File: config.mk
export PLATFORM = sky130hd
export DESIGN_NAME = frame_tx
export DESIGN_NICKNAME = d
export VERILOG_FILES = /design/src/rtl/frame_tx_pkg.sv /design/src/rtl/frame_tx_crc.sv /design/src/rtl/frame_tx_addr_sel.sv /design/src/rtl/frame_tx.sv
export SDC_FILE = /design/constraint.sdc
export NUM_CORES = 1
export LEC_CHECK = 0
export BUFFER_PORTS_ARGS = -buffer_cell sky130_fd_sc_hd__buf_2
export CAP_MARGIN = 20
export CORE_MARGIN = 5
export CORE_UTILIZATION = 57
export CTS_BUF_LIST = sky130_fd_sc_hd__clkbuf_4 sky130_fd_sc_hd__clkbuf_8 sky130_fd_sc_hd__clkbuf_16
export CTS_CLUSTER_SIZE = 20
export DETAILED_ROUTE_END_ITERATION = 10
export PLACE_DENSITY = 0.8
export SLEW_MARGIN = 15
export SYNTH_ARGS = -nofsm -noshare
export SYNTH_HDL_FRONTEND = slang
export SYNTH_SLANG_ARGS = --single-unit
File: constraint.sdc
create_clock -name clk -period 2.04 [get_ports clk]
set_input_delay 0.408 -clock clk [delete_from_list [all_inputs] [get_ports clk]]
set_output_delay 0.408 -clock clk [all_outputs]
set_load 0.05 [all_outputs]
File: src/rtl/frame_tx_pkg.sv
`timescale 1ns/1ps
package frame_tx_pkg;

   typedef enum logic [3:0] {
      ST_IDLE,
      ST_SOF,
      ST_TYPE,
      ST_LEN,
      ST_ADDR,
      ST_DREQ,
      ST_DWAIT,
      ST_DATA,
      ST_CRC,
      ST_EOF
   } ftx_state_e;

   localparam logic [7:0] FTX_OPEN  = 8'h3C;
   localparam logic [7:0] FTX_CLOSE = 8'hA5;

endpackage

File: src/rtl/frame_tx_crc.sv
`timescale 1ns/1ps
module frame_tx_crc #(
   parameter int          W    = 8,
   parameter logic [W-1:0] POLY = 8'h07
) (
   input  logic [W-1:0] crc_i,
   input  logic [7:0]   byte_i,
   output logic [W-1:0] crc_o
);

   generate
      if (W < 2) begin : g_bad_width
         $error("frame_tx_crc: W must be at least 2");
      end
   endgenerate

   logic [W-1:0] acc;
   logic         fb;

   always_comb begin
      acc = crc_i;
      fb  = 1'b0;
      for (int b = 7; b >= 0; b--) begin
         fb  = acc[W-1] ^ byte_i[b];
         acc = {acc[W-2:0], 1'b0};
         if (fb) begin
            acc = acc ^ POLY;
         end
      end
      crc_o = acc;
   end

endmodule

File: src/rtl/frame_tx_addr_sel.sv
`timescale 1ns/1ps
module frame_tx_addr_sel #(
   parameter int ADDR_BYTES = 3,
   parameter bit MSB_FIRST  = 1'b1,
   parameter int IDX_W      = $clog2(ADDR_BYTES + 1)
) (
   input  logic [8*ADDR_BYTES-1:0] addr_i,
   input  logic [IDX_W-1:0]        idx_i,
   output logic [7:0]              byte_o
);

   logic [7:0]       lanes [ADDR_BYTES];
   logic [IDX_W-1:0] lane;

   for (genvar g = 0; g < ADDR_BYTES; g++) begin : g_lane
      assign lanes[g] = addr_i[8*g +: 8];
   end

   generate
      if (MSB_FIRST) begin : g_msb_first
         assign lane = IDX_W'(ADDR_BYTES - 1) - idx_i;
      end else begin : g_lsb_first
         assign lane = idx_i;
      end
   endgenerate

   always_comb begin
      byte_o = 8'h00;
      for (int k = 0; k < ADDR_BYTES; k++) begin
         if (int'(lane) == k) begin
            byte_o = lanes[k];
         end
      end
   end

endmodule

File: src/rtl/frame_tx.sv
`timescale 1ns/1ps
module frame_tx
   import frame_tx_pkg::*;
#(
   parameter int          ADDR_BYTES     = 3,
   parameter int          MAX_BYTES      = 256,
   parameter logic [7:0]  CRC_POLY       = 8'h07,
   parameter logic [7:0]  CRC_INIT       = 8'h00,
   parameter bit          ADDR_MSB_FIRST = 1'b1,
   parameter int          LEN_W          = $clog2(MAX_BYTES),
   parameter int          ADDR_W         = 8 * ADDR_BYTES
) (
   input  logic              clk,
   input  logic              rst_n,
   input  logic              start_i,
   input  logic [7:0]        type_i,
   input  logic [LEN_W-1:0]  len_i,
   input  logic [ADDR_W-1:0] addr_i,
   output logic              busy_o,
   output logic              src_req_o,
   input  logic              src_vld_i,
   input  logic [7:0]        src_data_i,
   output logic [7:0]        tx_data_o,
   output logic              tx_valid_o,
   input  logic              tx_ready_i
);

   localparam int AIDX_W = $clog2(ADDR_BYTES + 1);

   generate
      if (MAX_BYTES < 2 || MAX_BYTES > 256) begin : g_bad_max
         $error("frame_tx: MAX_BYTES must lie in 2..256, the length is one byte");
      end
      if (ADDR_BYTES < 1 || ADDR_BYTES > 8) begin : g_bad_addr
         $error("frame_tx: ADDR_BYTES must lie in 1..8");
      end
      if (LEN_W > 8) begin : g_bad_len
         $error("frame_tx: LEN_W must fit in one byte");
      end
   endgenerate

   ftx_state_e        state_q;
   logic [7:0]        type_q;
   logic [LEN_W-1:0]  len_q;
   logic [ADDR_W-1:0] addr_q;
   logic [AIDX_W-1:0] aidx_q;
   logic [LEN_W-1:0]  dcnt_q;
   logic [7:0]        crc_q;
   logic [7:0]        obyte_q;
   logic              ovalid_q;

   logic              hs;
   logic [7:0]        crc_nxt;
   logic [7:0]        addr_byte;

   assign hs = ovalid_q & tx_ready_i;

   frame_tx_crc #(
      .W    (8),
      .POLY (CRC_POLY)
   ) u_crc (
      .crc_i  (crc_q),
      .byte_i (obyte_q),
      .crc_o  (crc_nxt)
   );

   frame_tx_addr_sel #(
      .ADDR_BYTES (ADDR_BYTES),
      .MSB_FIRST  (ADDR_MSB_FIRST),
      .IDX_W      (AIDX_W)
   ) u_addr (
      .addr_i (addr_q),
      .idx_i  (aidx_q),
      .byte_o (addr_byte)
   );

   always_ff @(posedge clk) begin
      if (!rst_n) begin
         state_q  <= ST_IDLE;
         type_q   <= '0;
         len_q    <= '0;
         addr_q   <= '0;
         aidx_q   <= '0;
         dcnt_q   <= '0;
         crc_q    <= CRC_INIT;
         obyte_q  <= '0;
         ovalid_q <= 1'b0;
      end else begin
         unique case (state_q)
            ST_IDLE: begin
               if (start_i) begin
                  type_q   <= type_i;
                  len_q    <= len_i;
                  addr_q   <= addr_i;
                  aidx_q   <= '0;
                  dcnt_q   <= '0;
                  crc_q    <= CRC_INIT;
                  obyte_q  <= FTX_OPEN;
                  ovalid_q <= 1'b1;
                  state_q  <= ST_SOF;
               end
            end
            ST_SOF: begin
               if (hs) begin
                  obyte_q <= type_q;
                  state_q <= ST_TYPE;
               end
            end
            ST_TYPE: begin
               if (hs) begin
                  crc_q   <= crc_nxt;
                  obyte_q <= 8'(len_q);
                  state_q <= ST_LEN;
               end
            end
            ST_LEN: begin
               if (hs) begin
                  crc_q   <= crc_nxt;
                  obyte_q <= addr_byte;
                  aidx_q  <= aidx_q + 1'b1;
                  state_q <= ST_ADDR;
               end
            end
            ST_ADDR: begin
               if (hs) begin
                  crc_q <= crc_nxt;
                  if (aidx_q == AIDX_W'(ADDR_BYTES)) begin
                     ovalid_q <= 1'b0;
                     state_q  <= ST_DREQ;
                  end else begin
                     obyte_q <= addr_byte;
                     aidx_q  <= aidx_q + 1'b1;
                  end
               end
            end
            ST_DREQ: begin
               state_q <= ST_DWAIT;
            end
            ST_DWAIT: begin
               if (src_vld_i) begin
                  obyte_q  <= src_data_i;
                  ovalid_q <= 1'b1;
                  state_q  <= ST_DATA;
               end
            end
            ST_DATA: begin
               if (hs) begin
                  crc_q <= crc_nxt;
                  if (dcnt_q == len_q) begin
                     obyte_q <= crc_nxt;
                     state_q <= ST_CRC;
                  end else begin
                     dcnt_q   <= dcnt_q + 1'b1;
                     ovalid_q <= 1'b0;
                     state_q  <= ST_DREQ;
                  end
               end
            end
            ST_CRC: begin
               if (hs) begin
                  obyte_q <= FTX_CLOSE;
                  state_q <= ST_EOF;
               end
            end
            ST_EOF: begin
               if (hs) begin
                  ovalid_q <= 1'b0;
                  state_q  <= ST_IDLE;
               end
            end
            default: begin
               ovalid_q <= 1'b0;
               state_q  <= ST_IDLE;
            end
         endcase
      end
   end

   assign busy_o     = (state_q != ST_IDLE);
   assign src_req_o  = (state_q == ST_DREQ);
   assign tx_data_o  = obyte_q;
   assign tx_valid_o = ovalid_q;

endmodule

* Word-level counts from Yosys, hierarchy flattened
Index checks and enable logic that the tools add are counted.
** Storage, ports and cells
- Output and inout bits :: 11
- Register bits :: 71
** Operators by class
- Equal/unequal tests :: 27
- Multiplexer cells :: 53
- $add $sub $neg :: 3
- Reduce and logical (&&, ||, !) cells :: 16
- Bitwise logic cells :: 18
** Operator list (number)
- $mux W8 :: 17
- $pmux W8 S8 :: 1
- $mux W4 :: 11
- $pmux W4 S10 :: 1
- $pmux W8 S2 :: 2
- $ne A2 B2 Y1 const B :: 13
- $mux W3 :: 8
- $not A3 Y3 :: 8
- $eq A4 B3 Y1 const B :: 4
- $reduce_and A11 Y1 :: 1
- $reduce_and A10 Y1 :: 1
- $add A8 B1 Y8 const B :: 1
- $eq A4 B2 Y1 const B :: 2
- $eq A4 B4 Y1 const B :: 2
- $eq A8 B8 Y1 :: 1
- $mux W2 :: 4
- $reduce_and A8 Y1 :: 1
- $reduce_bool A8 Y1 :: 1
- $xor A1 B1 Y1 :: 8
- $mux W1 :: 7
- $eq A2 B2 Y1 const B :: 3
- $pmux W1 S6 :: 1
- $pmux W2 S3 :: 1
- $reduce_and A5 Y1 :: 1
- 16 further kinds :: 17

* Longest topological paths before layout
Gate-level depths: netlist of the first run.
- Depth in word-level cells :: 19
- Depth in mapped cells :: 8
- Mapped depth without buffers :: 8

* Hierarchy
From an unflattened synthesis of the first run, not the netlist that was laid out.
** Unflattened totals
- Cells, all modules :: 505
- Area, all modules :: 4225.3 um^2
** By module, submodules not included
- frame_tx :: sequential area each 1421.4 um^2, cells an instance 463, instances 1, area an instance 3836.2 um^2
- frame_tx_addr_sel :: sequential area each 0.0 um^2, cells an instance 20, instances 1, area an instance 197.7 um^2
- frame_tx_crc :: sequential area each 0.0 um^2, cells an instance 22, instances 1, area an instance 191.4 um^2

* Least setup slack after synthesis of the first run
No wires, ideal clock.
- Path kind :: register -> register
- Start :: register obyte_q[6], in the netlist tx_data_o[6]
- End :: register obyte_q[0], in the netlist tx_data_o[0]
- Setup slack :: -0.033 ns
- Required time :: 1.970 ns
- Period minus slack after synthesis :: 2.073 ns
- Stages on the path, launching flop included :: 7
- Arrival :: 2.002 ns
- Buffers on the path :: 0
- Path through :: dfxtp_1 > xnor3_2 > xor2_1 > xor2_1 > nand2_1 > a31o_2 > a21oi_1
** On the way
- Longest elaborated chain between the ends :: 7
** Ends and longest elaborated chain
- start, declared :: RTL line frame_tx.sv:49 : logic [7:0] obyte_q;
- start signal, assigned :: RTL line frame_tx.sv:105 : obyte_q <= type_q;
- start signal, assigned :: RTL line frame_tx.sv:112 : obyte_q <= 8'(len_q);
- start signal, assigned :: RTL line frame_tx.sv:119 : obyte_q <= addr_byte;
- $xor A1 B1 Y1 :: RTL line frame_tx_crc.sv:24 : fb = acc[W-1] ^ byte_i[b];
- $mux W3 :: RTL line frame_tx_crc.sv:26 : if (fb) begin
- $xor A1 B1 Y1 :: RTL line frame_tx_crc.sv:24
- $mux W3 :: RTL line frame_tx_crc.sv:26
- $mux W8 :: RTL line frame_tx.sv:149 : if (dcnt_q == len_q) begin
- $mux W8 :: RTL line frame_tx.sv:147 : if (hs) begin
- $pmux W8 S8 :: RTL line frame_tx.sv:89 : unique case (state_q)
No other way between the ends. The select of a mux whose other input is x is not followed.
A chain may end at the register's enable or synchronous reset.

* Worst setup path in the final report of the first run
- Start :: register aidx_q[0]
- End :: register obyte_q[3], in the netlist tx_data_o[3]
** On the way
- Longest elaborated chain between the ends :: 8
- Elaborated cells on any way between the ends :: 14
- Classes of those cells :: add/sub: 1; eq/ne: 4; mux: 7; reduce/logical: 2
** Ends and longest elaborated chain
- start, declared :: RTL line frame_tx.sv:46 : logic [AIDX_W-1:0] aidx_q;
- start signal, assigned :: RTL line frame_tx.sv:120 : aidx_q <= aidx_q + 1'b1;
- start signal, assigned :: RTL line frame_tx.sv:132 : aidx_q <= aidx_q + 1'b1;
- $sub A2 B2 Y2 :: RTL line frame_tx_addr_sel.sv:21 : assign lane = IDX_W'(ADDR_BYTES - 1) - idx_i;
- $logic_not A2 Y1 :: RTL line frame_tx_addr_sel.sv:30 : if (int'(lane) == k) begin
- $mux W8 (3 in a row) :: RTL line frame_tx_addr_sel.sv:30
- $mux W8 :: RTL line frame_tx.sv:127 : if (aidx_q == AIDX_W'(ADDR_BYTES)) begin
- $mux W8 :: RTL line frame_tx.sv:125 : if (hs) begin
- $pmux W8 S8 :: RTL line frame_tx.sv:89
- end signal, assigned :: RTL line frame_tx.sv:105
- end signal, assigned :: RTL line frame_tx.sv:131 : obyte_q <= addr_byte;
- end signal, assigned :: RTL line frame_tx.sv:141 : obyte_q <= src_data_i;
Several ways; a longest one is shown, not always the timed one. The select of a mux whose other input is x is not followed.

==> run metrics, run 1 <==
max cap viols=0; GP Congestion=0.888; fin crit share=0.942; Finished Layout Cells=681; Setup Skew=0.00820 ns; Slew HR=0.720; io pins=64; input/output buffers=63; initial antenna violation count=0; Die ar.=0.00880 sq mm; final hold violation count=0; synthesized cell area=0.00401 sq mm; diodes inserted=0; final antenna-violating net count=0; critical path type=reg -> reg; Core Area=0.00683 sq mm; Max VDD drop=0.496 mV; Mapped Nets=569; Commonest cells post-synth=nand2_1 (114), dfxtp_1 (71), a21oi_1 (67); drc violations=0; total grt overflow=0; Vias=3,828; 1st-iter DRT viols=198; Routed WL=10.7 mm; yosys warns=0; GRT Total Usage=0.252; hold endpoint=addr_q[4]; most common cell in the netlist=nand2_1; fin crit period=1.92 ns; Tot Pwr=4.94 mW; number of global-route vias before repair=3,742; RSZ-0062 raised after global routing=yes; setup TNS=0 ns; cell row count=30; CTS H-tree depth=3; Worst EP required=2.28 ns; FF-to-FF setup slack=0.12 ns; WL/cell=15.6 um; reg-to-reg endpoint=tx_data_o[3]; Post-Synthesis Cells=511; Post-synth top flop=dfxtp_1; startpoint types=register; biggest area consumer among synthesized cells=dfxtp_1; crit path DAT=2.16 ns; FF/Latch Area=0.00143 sq mm; area of the multi-input gates=0.00243 sq mm; worst min path class=in -> reg; DP HPWL=7.90 mm; pin count of the biggest net entering global routing=37; worst-case reg-to-reg path depth=8; ranking of synthesized cells by area=dfxtp_1 (35%), nand2_1 (11%), a21oi_1 (8.4%); Post-DP Area=0.00451 sq mm; Fillers=573; Hold Crit Depth=3; Reg2Reg Launch Point=aidx_q[0]; layout cells sized above 1=0.239; P per Cell Area=1040 mW/mm^2; DR pass1 iterations=5; Distinct cells, synth=69; clock sink count=71; Final Max Slew Viols=0; cell area after layout=0.00475 sq mm; area grow syn2layout=18.6%; status=completed; Async SR Flop Fraction=0; Die H=93.8 um; syn avg cell area=7.84 sq um; critical path fanouts, max=8; die width=93.8 um; post-synthesis sequential area ratio=0.355; EDFF count, synth=0; fmax=0.520 GHz; P_leak=1.87 nW; Initial Utilization=0.586; vias per std cell=5.62; total CTS buffers=9; Final Setup Violations=0; final core utilization=0.695; Crit. End Element=register; first-pass GRT wire length=17.6 mm; #FFs+latches synth=71; Max Root-Sink Buffers=2; CTS tree=yes; Worst-Margin Slew=0.418 ns; number of setup buffers added after CTS=0; hold path start=addr_i[4]; placed cells=665; clock latency on the worst-skew pair=0.34 ns; Root Buffer=clkbuf_8; Clock Pin Slew Worst Setup and Hold Paths=0.08 ns; nets@finish=638; share of the synthesized area in the top cell type=0.355
## metrics by stage
| step | hold slack (ns) | setup slack [ns] |
|---|---|---|
| after global routing | 0.296 | -0.0453 |
| after global placement | 0.442 | 0.0515 |
| after floorplan | 0.431 | 0.00205 |
| after CTS | 0.287 | 0.000552 |
| after detailed placement | 0.444 | 0.0336 |
| final | 0.292 | 0.119 |
## state kept, by name (all words and copies together) (netlist names)
signal / flops
addr_q: 24
aidx_q: 2
crc_q: 8
dcnt_q: 8
len_q: 8
state_q: 4
tx_data_o: 8
tx_valid_o: 1
type_q: 8
## worst max-delay path, cell delays in order, from the launching register on
cell      delay, ns
dfxtp_1        0.39
inv_1          0.10
ha_2           0.24
and3b_1        0.18
a21oi_1        0.10
o21ai_0        0.12
a221oi_2       0.30
o21ai_0        0.13
o221a_2        0.26
## layout make-up
type,count,area share
Timing Repair Buffer,89,0.115
Multi-Input combinational cell,403,0.511
Clock inverter,6,0.0142
Inverter,6,0.00474
Tap cell,96,0.0253
Clock buffer,10,0.0290
Sequential cell,71,0.300
## power breakdown
group	internal, mW	total (mW)	switching (mW)
sequential	1.57	1.75	0.176
combinational	0.772	2.03	1.26
clock	0.602	1.16	0.562
total	2.95	4.94	2.00
## placed cells by master (no fill, tap or decap), types with 14 or more instances in the layout
cell	synthesis	layout
nand2b_1	14	14
xnor2_1	32	32
nor2_1	39	38
nand2_1	114	114
o21ai_0	22	22
dfxtp_1	71	67
buf_4	0	23
buf_2	16	63
a21oi_1	67	67
nand3_1	14	14
## logic make-up after synthesis
kind of cell | count (synthesis) | synth area share
AND/OR/NAND/NOR | 215 | 0.245
XOR/XNOR | 38 | 0.0934
flip-flops | 71 | 0.355
AO/OA/AOI/OAI | 135 | 0.218
multiplexers | 10 | 0.0259
buffers and inverters | 37 | 0.0472
adder cells (fa/ha/maj) | 5 | 0.0156
## per-layer routing
metal  global-route usage  vias to the layer above  wire length (um)
li1                     -                     1893                 -
met1                0.326                     1779              4840
met2                0.412                      131              4940
met3               0.0489                       25               647
met4               0.0999                        0               233
met5                    0                        -                 0
## repair_timing
item,4_1_cts,5_1_grt
setup endpoints to repair,0,18
resized for setup,0,9
hold buffers,0,0
## how the worst max path moves through the flow
| stage | start | end | slack, ns | cells after the start |
|---|---|---|---|---|
| 2_1_floorplan | state_q[2] | src_req_o | 0.002 | 5 |
| 3_3_place_gp | aidx_q[0] | tx_data_o[3] | 0.05 | 8 |
| 3_5_place_dp | aidx_q[0] | tx_data_o[3] | 0.03 | 8 |
| 4_1_cts | state_q[0] | busy_o | 0.0006 | 5 |
| 5_1_grt | aidx_q[0] | tx_data_o[3] | -0.05 | 8 |
| 6_report | aidx_q[0] | tx_data_o[3] | 0.12 | 8 |
No activity file was read; power rests on OpenSTA's default activity.
==> run 2: changes to the inputs <==
--- a/config.mk
+++ b/config.mk
@@ -7,12 +7,14 @@
 export LEC_CHECK = 0
 export BUFFER_PORTS_ARGS = -buffer_cell sky130_fd_sc_hd__buf_2
 export CAP_MARGIN = 20
+export CORE_ASPECT_RATIO = 1.2
 export CORE_MARGIN = 5
 export CORE_UTILIZATION = 57
 export CTS_BUF_LIST = sky130_fd_sc_hd__clkbuf_4 sky130_fd_sc_hd__clkbuf_8 sky130_fd_sc_hd__clkbuf_16
 export CTS_CLUSTER_SIZE = 20
 export DETAILED_ROUTE_END_ITERATION = 10
 export PLACE_DENSITY = 0.8
+export RECOVER_POWER = 50
 export SLEW_MARGIN = 15
 export SYNTH_ARGS = -nofsm -noshare
 export SYNTH_HDL_FRONTEND = slang
==> run 2 against run 1 <==
Net effect: via count up 1.2%; critical endpoint unchanged; clock-buffer cell count unchanged; first-iteration DRC count down 12%; critical path type unchanged.
==> run metrics, run 2 (synthesis gave the netlist of run 1 again) <==
status=completed; initial antenna violation count=0; FF/Latch Area=0.00143 sq mm; area of the multi-input gates=0.00243 sq mm; Routed WL=10.8 mm; Die H=102 um; Final Setup Violations=0; die width=86.5 um; 1st-iter DRT viols=174; Finished Layout Cells=674; first-pass GRT wire length=17.6 mm; GP Congestion=0.856; final antenna-violating net count=0; Die ar.=0.00881 sq mm; Initial Utilization=0.584; vias per std cell=5.75; crit path DAT=2.16 ns; Max Root-Sink Buffers=2; Max VDD drop=0.578 mV; most common cell after layout, fill and taps aside=nand2_1; Worst EP required=2.28 ns; Fillers=610; P_leak=1.85 nW; CTS H-tree depth=3; nets@finish=642; final hold violation count=0; RSZ-0062 raised after global routing=no; critical path fanouts, max=8; CTS tree=yes; Biggest register=addr_q; Core Area=0.00685 sq mm; layout cells sized above 1=0.227; critical path type=reg -> reg; Worst-Margin Slew=0.650 ns; area grow syn2layout=18.5%; total CTS buffers=9; Final Max Slew Viols=0; post-place setup slack=-0.0889 ns; drc violations=0; pin count of the biggest net entering global routing=43; worst min path class=in -> reg; input/output buffers=63; max cap viols=0; max FFs per register=24; fin crit period=1.92 ns; Final WS setup=0.118 ns; DR pass1 iterations=4; Crit. End Element=register; P per Cell Area=1030 mW/mm^2; WL/cell=16.1 um; Root Buffer=clkbuf_8; fin crit share=0.942; final core utilization=0.692; GRT Total Usage=0.251; commonest non-fill, non-tap cells in the layout=nand2_1 (114), a21oi_1 (67), dfxtp_1 (65); number of global-route vias before repair=3,814; number of setup buffers added after CTS=0; Vias=3,875; placed cells=660; startpoint types=register; Clock Pin Slew Worst Setup and Hold Paths=0.08 ns; Slew HR=0.568; io pins=64; Setup Skew=0.0118 ns; clock latency on the worst-skew pair=0.36 ns; cell row count=33; clock sink count=71; total grt overflow=0; CTS Hold Buffers Added=0; diodes inserted=0; DP HPWL=8.04 mm; fmax=0.520 GHz
==> run 2: through the flow <==
| step | total power, mW | hold slack (ns) | setup TNS (ns) | area (sq um) |
|---|---|---|---|---|
| after global placement | 3.72 | 0.442 | -0.0387 | 4540 |
| after floorplan | 3.16 | 0.431 | 0 | 4010 |
| after global routing | 5.11 | 0.295 | 0 | 4740 |
| final | 4.87 | 0.283 | 0 | 4740 |
| after detailed placement | 3.77 | 0.443 | -0.0889 | 4540 |
| after CTS | 4.85 | 0.284 | 0 | 4730 |
==> run 2: where the power goes <==
part           internal (mW)  switching, mW  leakage (nW)
registers               1.57          0.187         0.583
logic                  0.768           1.24          1.17
clock network          0.563          0.538        0.0954
==> run 2: critical path: stages (launching register included) <==
cell,delay (ns)
dfxtp_2,0.39
inv_1,0.12
ha_4,0.21
and3b_1,0.17
a21oi_1,0.12
o21ai_1,0.11
a221oi_2,0.30
o21ai_0,0.14
o221a_2,0.26
==> run 2: repair_timing <==
action	4_1_cts	5_1_grt
pin swaps	0	1
setup endpoints to repair	2	17
hold endpoints to repair	0	0
resized for setup	3	8
==> run 2: area by class of cell <==
cell class / count / share of cell area
multi-input combinational: 403 / 0.512
clock inverter: 4 / 0.0103
tap: 87 / 0.0229
clock buffer: 10 / 0.0277
sequential: 71 / 0.301
inverter: 6 / 0.00475
timing repair buffer: 93 / 0.121
==> run 2: final timing paths <==
| kind | startpoint | endpoint | slack [ns] | depth (start not counted) |
|---|---|---|---|---|
| worst min-delay path | len_i[7] | len_q[7] | 0.28 | 3 |
| worst max-delay path | aidx_q[0] | tx_data_o[3] | 0.12 | 8 |
| worst min register to register | addr_q[3] | addr_q[3] | 0.45 | 2 |
| worst max register to register | aidx_q[0] | tx_data_o[3] | 0.12 | 8 |
==> run 2: metal layers <==
| layer | vias to the layer above | GRT usage | wire [um] |
|---|---|---|---|
| met5 | - | 0 | 0 |
| met4 | 0 | 0.109 | 264 |
| met3 | 25 | 0.0331 | 596 |
| met2 | 110 | 0.448 | 5570 |
| met1 | 1832 | 0.301 | 4390 |
| li1 | 1908 | - | - |
